==> src/rtl/strided_vseq.sv <==
module strided_vseq #(
  parameter int AW = 16,
  parameter int DW = 16,
  parameter int LW = 6,
  parameter int OW = 6,
  parameter int RW = 3
) (
  input  logic          clk,
  input  logic          rst_n,
  input  logic          cfg_we,
  input  logic [2:0]    cfg_sel,
  input  logic [LW-1:0] cfg_amt,
  input  logic          op_start,
  input  logic          op_store,
  input  logic [RW-1:0] op_vreg,
  input  logic [AW-1:0] op_base,
  input  logic [OW-1:0] op_off,
  output logic          mem_req,
  output logic          mem_we,
  output logic [AW-1:0] mem_addr,
  output logic [DW-1:0] mem_wdata,
  input  logic          mem_ready,
  input  logic [DW-1:0] mem_rdata,
  output logic [RW-1:0] vreg_sel,
  output logic [LW-1:0] vreg_idx,
  output logic          vrf_we,
  output logic [DW-1:0] vrf_wdata,
  input  logic [DW-1:0] vrf_rdata,
  output logic          busy,
  output logic          done,
  output logic [LW-1:0] cfg_len,
  output logic [LW-1:0] cfg_stride
);
  localparam logic [2:0] SEL_STRIDE = 3'd0;
  localparam logic [2:0] SEL_LEN    = 3'd1;

  logic [LW-1:0] len_r, str_r, run_len, run_str, idx;
  logic [AW-1:0] addr;
  logic [RW-1:0] vr;
  logic          run, st, done_r;

  wire accept = run & mem_ready;
  wire last   = idx == run_len - LW'(1);
  wire [AW-1:0] first_addr = op_base + ({{(AW-OW){op_off[OW-1]}}, op_off} << 1);
  wire [AW-1:0] step       = {{(AW-LW){1'b0}}, run_str} << 1;

  always_ff @(posedge clk) begin
    if (!rst_n) begin
      len_r <= '0;
      str_r <= '0;
    end else if (cfg_we) begin
      if (cfg_sel == SEL_STRIDE) str_r <= cfg_amt;
      if (cfg_sel == SEL_LEN)    len_r <= cfg_amt;
    end
  end

  always_ff @(posedge clk) begin
    if (!rst_n) begin
      run     <= 1'b0;
      done_r  <= 1'b0;
      st      <= 1'b0;
      vr      <= '0;
      idx     <= '0;
      addr    <= '0;
      run_len <= '0;
      run_str <= '0;
    end else begin
      done_r <= 1'b0;
      if (accept) begin
        if (last) begin
          run    <= 1'b0;
          done_r <= 1'b1;
        end else begin
          idx  <= idx + LW'(1);
          addr <= addr + step;
        end
      end else if (op_start && !run) begin
        if (len_r == '0) begin
          done_r <= 1'b1;
        end else begin
          run     <= 1'b1;
          st      <= op_store;
          vr      <= op_vreg;
          idx     <= '0;
          addr    <= first_addr;
          run_len <= len_r;
          run_str <= str_r;
        end
      end
    end
  end

  assign mem_req    = run;
  assign mem_we     = run & st;
  assign mem_addr   = addr;
  assign mem_wdata  = vrf_rdata;
  assign vreg_sel   = vr;
  assign vreg_idx   = idx;
  assign vrf_we     = accept & ~st;
  assign vrf_wdata  = mem_rdata;
  assign busy       = run;
  assign done       = done_r;
  assign cfg_len    = len_r;
  assign cfg_stride = str_r;
endmodule


==> config.mk <==
export PLATFORM = sky130hd
export DESIGN_NAME = strided_vseq
export DESIGN_NICKNAME = d
export VERILOG_FILES = /design/src/rtl/strided_vseq.sv
export SDC_FILE = /design/constraint.sdc
export NUM_CORES = 1
export LEC_CHECK = 0
export BUFFER_PORTS_ARGS = -buffer_cell sky130_fd_sc_hd__buf_2
export CAP_MARGIN = 20
export CORE_ASPECT_RATIO = 0.8
export CORE_MARGIN = 2
export CORE_UTILIZATION = 45
export DETAILED_ROUTE_END_ITERATION = 10
export PLACE_DENSITY = 0.74
export SLEW_MARGIN = 10
export SYNTH_ARGS = -nofsm -noshare
export SYNTH_HDL_FRONTEND = slang
export SYNTH_SLANG_ARGS = --single-unit
export TNS_END_PERCENT = 100
==> constraint.sdc <==
create_clock -name clk -period 2.5 [get_ports clk]
set_input_delay 0.25 -clock clk [delete_from_list [all_inputs] [get_ports clk]]
set_output_delay 0.25 -clock clk [all_outputs]
set_load 0.005 [all_outputs]
== Yosys cells after proc, flatten, opt, wreduce, memory -nomap -nowiden ==
Cells that the tools add are included.
Storage, ports and cells
  output and inout port bits: 74
  logic and storage cells: 51
  bits in registers: 52
  input bits: 72
Cells by class
  bitwise logic cells: 6
  muxes and demuxes: 16
  add/subtract/negate cells: 4
  eq/ne operators: 5
  reductions and logical operators: 10
Operators with widths (count)
  two-way mux 16 bit: 4
  two-way mux 6 bit: 4
  adder 16 bit: 1
  adder 16 x 7 -> 16 bit: 1
  AND reduction 3 bit: 3
  two-way mux 1 bit: 8
  adder 6 x 1 -> 6 bit (second input constant): 1
  equality test 6 bit: 1
  zero test 6 bit: 1
  subtractor 6 x 1 -> 6 bit (second input constant): 1
  != test 2 bit (second input constant): 2
  AND reduction 2 bit: 2
  AND 1 bit: 3
  equality test 3 x 1 -> 1 bit (second input constant): 1
  zero test 3 bit: 1
  NOT 1 bit: 3
  != test 2 x 1 -> 1 bit (second input constant): 1
  nonzero test 2 bit: 1
  logical AND 1 bit: 1
  zero test 1 bit: 1

== Logic depth before layout (Yosys ltp) ==
Gate-level depths: netlist (run 1).
  word-level depth: 4
  depth in mapped cells: 11
  mapped depth without buffers: 10

== Worst setup path after synthesis (run 1) ==
No wires, ideal clock.
  path kind: register to register
  start: register run_len[0]
  end: register addr[8] (netlist: mem_addr[8])
  setup time: 132 ps
  slack: 347 ps
  period minus slack after synthesis: 2153 ps
  path buffers: 2
  data required time: 2368 ps
  cell stages (with the launch flop): 12
  arrival time: 2021 ps
  cell sequence: dfxtp_1 inv_1 ha_1 nand2b_1 o211a_1 o31ai_4 a21oi_2 or2_1 buf_2 buf_6 o221ai_2 a21oi_1
On the way
  cells in the longest elaborated chain, start to end: 4
Ends and longest elaborated chain
  start: declaration: line 37  | logic [LW-1:0] len_r, str_r, run_len, run_str, idx;
  start signal: assignment: line 86  | run_len <= len_r;
  subtractor 6 x 1 -> 6 bit: line 43  | wire last = idx == run_len - LW'(1);
  equality test 6 bit: line 43
  != test 2 bit (no line)
  AND reduction 3 bit (no line)
  end signal: assignment: line 75  | addr <= addr + step;
  end signal: assignment: line 85  | addr <= first_addr;
  end: declaration: line 38  | logic [AW-1:0] addr;
Every way passes these cells.
A chain may end at the register's enable or synchronous reset.

== Final worst setup path (run 1) ==
  start: register addr[1] (netlist: mem_addr[1])
  end: register addr[13] (netlist: mem_addr[13])
On the way
  cells in the longest elaborated chain, start to end: 3
Ends and longest elaborated chain
  adder 16 x 7 -> 16 bit: line 75
  two-way mux 16 bit: line 70  | if (last) begin
  two-way mux 16 bit: line 69  | if (accept) begin
Every way passes these cells. The select of a mux whose other input is x is not followed.

==> results of run 1 <==
## cells in the mapped netlist (3+ instances only)
cell / number / area share (%)
buf_2: 4 / 0.57
and3_1: 3 / 0.53
buf_1: 3 / 0.32
nand3_1: 15 / 2.1
inv_1: 12 / 1.3
o21a_1: 4 / 0.85
nand2b_1: 8 / 1.4
xor2_1: 11 / 2.7
a21o_1: 9 / 1.9
nor2b_1: 4 / 0.71
buf_4: 33 / 7.0
a31oi_1: 4 / 0.71
o31ai_1: 4 / 0.85
mux2i_1: 14 / 4.0
a211oi_1: 7 / 1.5
nor4_1: 3 / 0.53
nor3_1: 9 / 1.3
and2_1: 3 / 0.53
dfxtp_1: 52 / 29
clkbuf_1: 10 / 1.1
o211ai_1: 4 / 0.85
a21oi_1: 37 / 5.2
a311oi_2: 3 / 1.3
nand4_1: 3 / 0.53
ha_1: 22 / 7.8
o21ai_0: 18 / 2.5
nand2_1: 56 / 5.9
xnor2_1: 10 / 2.5
nor2_1: 41 / 4.3
## power by group through the flow
stage | Combinational, mW | Clock (mW) | Sequential, mW
after floorplan | 0.331 | 0 | 0.908
final | 0.442 | 0.524 | 0.894
after CTS | 0.440 | 0.532 | 0.893
after global routing | 0.492 | 0.570 | 0.898
after detailed placement | 0.438 | 0 | 0.912
after global placement | 0.430 | 0 | 0.911
## worst paths after layout
kind,from,slack (ps),endpoint
max,mem_addr[1],140,mem_addr[13]
min,op_vreg[2],150,vreg_sel[2]
max reg2reg,mem_addr[1],140,mem_addr[13]
min reg2reg,vreg_sel[2],470,vreg_sel[2]
## cells by family after synthesis
family	count (synthesis)
compound gates	111
fa+ha+maj	24
mux	14
flops	52
buf+inv	64
simple gates	154
xor+xnor	21
## registers in the layout, indices dropped and copies added (netlist names)
| register | cells |
|---|---|
| run_str | 6 |
| st | 1 |
| busy | 1 |
| done | 1 |
| run_len | 6 |
| cfg_stride | 6 |
| vreg_sel | 3 |
| vreg_idx | 6 |
| mem_addr | 16 |
| cfg_len | 6 |
## stage by stage
stage | hold WS [ps] | utilization [%] | setup slack [ps]
4_1_cts | 154 | 52.9 | 53.3
5_1_grt | 156 | 53.1 | 3.82
3_5_place_dp | 453 | 51.7 | 93.8
3_3_place_gp | 441 | 51.7 | 149
6_report | 153 | 53.1 | 145
2_1_floorplan | 386 | - | 347
## critical path, cell delays in order (launching register included)
cell      delay, ps
dfxtp_1         370
ha_1            180
inv_1            60
fa_1            400
nor2b_2         180
o21bai_1        140
a211oi_2        250
xor2_1          170
nor2_1           50
a221o_1         260
o31ai_1         180
## area by class of cell
class | instances | area [um2] | share of cell area [%]
multi-input combinational | 324 | 2140 | 53.7
sequential | 52 | 1040 | 26.1
timing repair buffer | 96 | 531 | 13.3
tap | 105 | 131 | 3.30
clock buffer | 5 | 68.8 | 1.73
inverter | 13 | 48.8 | 1.22
clock inverter | 3 | 25.0 | 0.628
## layer usage
layer	wire (um)	GRT usage [%]	up-vias
met1	4020	27.8	1514
met5	0	0	-
met3	680	5.81	27
li1	-	-	1631
met2	3930	30.6	120
met4	156	5.38	0
## layout by cell type, fill, tap and decap left out, drive strengths merged, types with 3 or more instances in the layout
cell type  instances
nand3             15
a211oi             9
nand2b             8
xnor2             10
nor4               3
nand2             56
clkbuf             5
mux2i             14
a311oi             3
ha                22
a21o               9
nor2              41
a31oi              4
o21a               4
buf               96
inv               14
o31ai              5
xor2              11
nand4              3
and2               3
nor3              10
nor2b              4
dfxtp             52
and3               3
o211ai             4
a21oi             38
o21ai             18
==> results.yml, run 1 <==
yosys:
  synth.avg_cell_area_um2: 8.04
  synth_xor_area_share_pct: 5.20
  yosysUniqueCellTypes: 56
  synth_fa_ha_area_share_pct: 8.91
  synth_compound_area_share_pct: 21.7
  synth-async-reset-ratio_pct: 0
  yosys_warnings: 0
  synth-edff-count: 0
  synth_area_um2: 3540
  synth.net_count: 536
  muxShareOfSynthArea_pct: 3.96
  synth_top_family_by_area: "compound AO/OA/AOI/OAI gates"
  ys_ff_latch: 52
  synthFlopType: "dfxtp_1"
  synth-simple-area-share_pct: 20.2
  ys_seq_area_share_pct: 29.4
  netlist_instances: 440
setup_path:
  reg2reg_depth: 10
  worstSetupPathType: "reg2reg"
  critPathArrivalTime_ps: 2590
  worstPathMaxFanout: 3
  start_kind: "flip-flop"
  setup.worst_path.end_class: "flip-flop"
  required_ps: 2730
floorplanning:
  initial_core_util_pct: 47.2
  die_h_um: 83.3
  die_x_um: 103
  pin_count: 146
  dieArea_um2: 8590
  core_um2: 7500
  rows: 28
clock_tree:
  clk_latency_ps: 320
  ctsHoldBuffers: 0
  cts_tree: "yes"
  cts.sinks: 52
  clk_pin_slew_ps: 110
  cts_made_buffers: 5
  cts-root-buf: "clkbuf_8"
  clockBufferDepth: 2
  post_cts_resized: 0
  post_cts_buffers: 0
  cts_max_level: 2
timing:
  fin_worst_skew_ps: 11.6
  hold_violations: 0
  max_freq_ghz: 0.425
  fin_tns_setup_ps: 0
  setup_viol: 0
  grt_setup_unrepaired: "no"
  worstMarginPinSlew_ps: 934
  slew_headroom_pct: 37.6
  min_period_ps: 2360
  post-route-period-util_pct: 94.2
  slew_violations: 0
drt:
  finalWirelength_um: 8790
  vias: 3292
  avgRoutedWirePerCell_um: 14.7
  via_per_inst: 5.51
  drtAntennaViolNets: 0
  drcViolationCount: 0
  firstDrtPassIters: 5
  dr.first_iter.drc_count: 134
grt:
  grt_overflow: 0
  grt_max_degree: 39
  grt_pass1_wl_um: 14100
  antenna_found_initial: 0
  grtUsageTotal_pct: 20.2
  grt_pass1_vias: 3049
placed_design:
  place_inst: 590
  port_buffers: 81
  routabilityCongestion: 0.949
  hpwl_um: 6660
  dpl_cell_area_um2: 3870
layout:
  fin_nets: 588
  final_layout_size_suffix_gt1_share_pct: 24.1
  postLayoutCellArea_um2: 3980
  fin_cells: 598
  nFillCells: 764
  area_delta_synth_final_pct: 12.6
  antennaDiodeCount: 0
power:
  seqPwrFrac_pct: 48.1
  netSwitchingFraction_pct: 32.0
  internal_power_mw: 1.26
  ir_drop_mv: 0.264
  p_per_area_nw_per_um2: 467
  power.switching_mw: 0.596
  p_comb_share_pct: 23.8
  power_frac_clock_pct: 28.2
  finalPower_mw: 1.86
  power.leakage_nw: 1.75
outcome:
  status: "finished, final reports clean"
worst_hold_path:
  min_path_cells: 3
  hp-class: "in2reg"
job:
  max_cap_viol_count: 0
Note: power is estimated with default switching activity, not from simulation.
==> inputs of run 2 (changes only) <==
Settings changed: CORE_UTILIZATION 45 to 35, PLACE_DENSITY 0.74 to 0.59.
==> run 2 against run 1 <==
Net effect:
- via count decreased by 2.9%
- sequential share of layout area decreased by 0.69 points
- first-iteration DRC count decreased by 1.5%
- largest power group unchanged
- die area increased by 27%
- setup slack improved by 63 ps
==> results.yml, run 2 (same netlist as run 1, synthesis figures left out) <==
outcome:
  status: "finished, final reports clean"
clock_tree:
  clk_latency_ps: 290
  ctsHoldBuffers: 0
  cts.sinks: 52
  clk_pin_slew_ps: 70
  cts-root-buf: "clkbuf_16"
  cts_max_level: 2
  clockBufferDepth: 2
  cts_tree: "yes"
  cts_made_buffers: 5
timing:
  max_freq_ghz: 0.436
  min_period_ps: 2290
  fin_tns_setup_ps: 0
  hold_violations: 0
  slew_violations: 0
  slew_headroom_pct: 73.9
  setup_viol: 0
  fin_worst_skew_ps: 8.53
  worstMarginPinSlew_ps: 392
  setup_ws_ps: 208
  post-route-period-util_pct: 91.7
  grt_setup_unrepaired: "no"
floorplanning:
  dieArea_um2: 10900
  rows: 32
  pin_count: 146
  die_x_um: 116
  initial_core_util_pct: 36.4
  die_h_um: 93.9
  core_um2: 9730
worst_hold_path:
  min_path_cells: 3
  hp-class: "in2reg"
layout:
  layout_commonest_cell: "buf_2"
  final_layout_size_suffix_gt1_share_pct: 24.7
  utilization_pct: 42.1
  fin_nets: 592
  largest_reg_flops: 16
  antennaDiodeCount: 0
  final_cell_mix: "81 x buf_2, 56 x nand2_1, 52 x dfxtp_1"
  area_delta_synth_final_pct: 15.6
grt:
  grt_overflow: 0
  use_met2_pct: 24.3
  grt_pass1_wl_um: 14800
  grt_pass1_vias: 3017
  global_route.peak_usage_layer: "met1"
  grtUsageTotal_pct: 17.0
  grt_max_degree: 37
  antenna_found_initial: 0
  grt_use_met1_pct: 25.6
  grt_use_met3_pct: 4.32
placed_design:
  hpwl_um: 7080
  port_buffers: 81
  pre_cts_slack_ps: 134
  routabilityCongestion: 0.852
drt:
  finalWirelength_um: 9090
  dr.first_iter.drc_count: 132
  vias: 3198
  drcViolationCount: 0
  via_per_inst: 5.05
  avgRoutedWirePerCell_um: 14.4
  firstDrtPassIters: 4
  drtAntennaViolNets: 0
setup_path:
  required_ps: 2710
  setup.worst_path.end_class: "flip-flop"
  critPathArrivalTime_ps: 2500
  worstPathMaxFanout: 3
  worstSetupPathType: "reg2reg"
  reg2reg_depth: 10
  start_kind: "flip-flop"
power:
  p_per_area_nw_per_um2: 501
  power.leakage_nw: 1.79
  ir_drop_mv: 0.326
job:
  max_cap_viol_count: 0
## run 2: cell count changes in the layout (fill, tap and decap cells not counted), sizes merged
| cell | before | now |
|---|---|---|
| buf | 96 | 100 |
| clkinv | 1 | 3 |
| clkinvlp | 1 | 0 |
| inv | 14 | 13 |
## run 2: worst max-delay path, stage by stage, from the launching register on
cell and delay, ps:
dfxtp_1 370, ha_1 180, inv_1 50, fa_1 390, nor2b_2 180, o21bai_2 110, a211oi_2 280, xor2_1 160
nor2_1 50, a221o_1 260, o31ai_1 180
## run 2: path summary, 6_finish.rpt
kind | startpoint | end | slack [ps]
max | mem_addr[1] | mem_addr[13] | 210
min | op_vreg[2] | vreg_sel[2] | 190
max reg2reg | mem_addr[1] | mem_addr[13] | 210
min reg2reg | vreg_sel[2] | vreg_sel[2] | 460
## run 2: power by group
part	switching (mW)	leakage, nW	total, mW	internal (mW)
sequential	0.0339	0.421	0.894	0.860
combinational	0.246	1.29	0.446	0.200
clock	0.330	0.0744	0.708	0.379
## run 2: routing by layer
metal | up-vias | share of wire, %
met3 | 12 | 5.5
met1 | 1464 | 53
met5 | - | 0
met4 | 0 | 0.77
met2 | 77 | 41
li1 | 1645 | -
## run 2: cell type report
type                    instances  area, um2
fillers                      1034       5640
multi-input cells             324       2130
flip-flops and latches         52       1040
repair buffers                100        548
well taps                     136        170
clock buffers                   5        125
inverters                      13       48.8
clock inverters                 3       26.3
## run 2: timing repair
action                                  CTS  global route
endpoints found under the setup margin    0             1
gates resized for setup                   0             3
buffers inserted                          0             1
## run 2: through the flow
step / cells / area (um2) / total power, mW / hold slack (ps)
2_1_floorplan: 440 / 3540 / 1.24 / 386
3_3_place_gp: 624 / 3920 / 1.35 / 442
3_5_place_dp: 624 / 3920 / 1.36 / 449
4_1_cts: 632 / 4070 / 2.07 / 186
5_1_grt: 633 / 4090 / 2.16 / 185
6_report: 633 / 4090 / 2.05 / 188
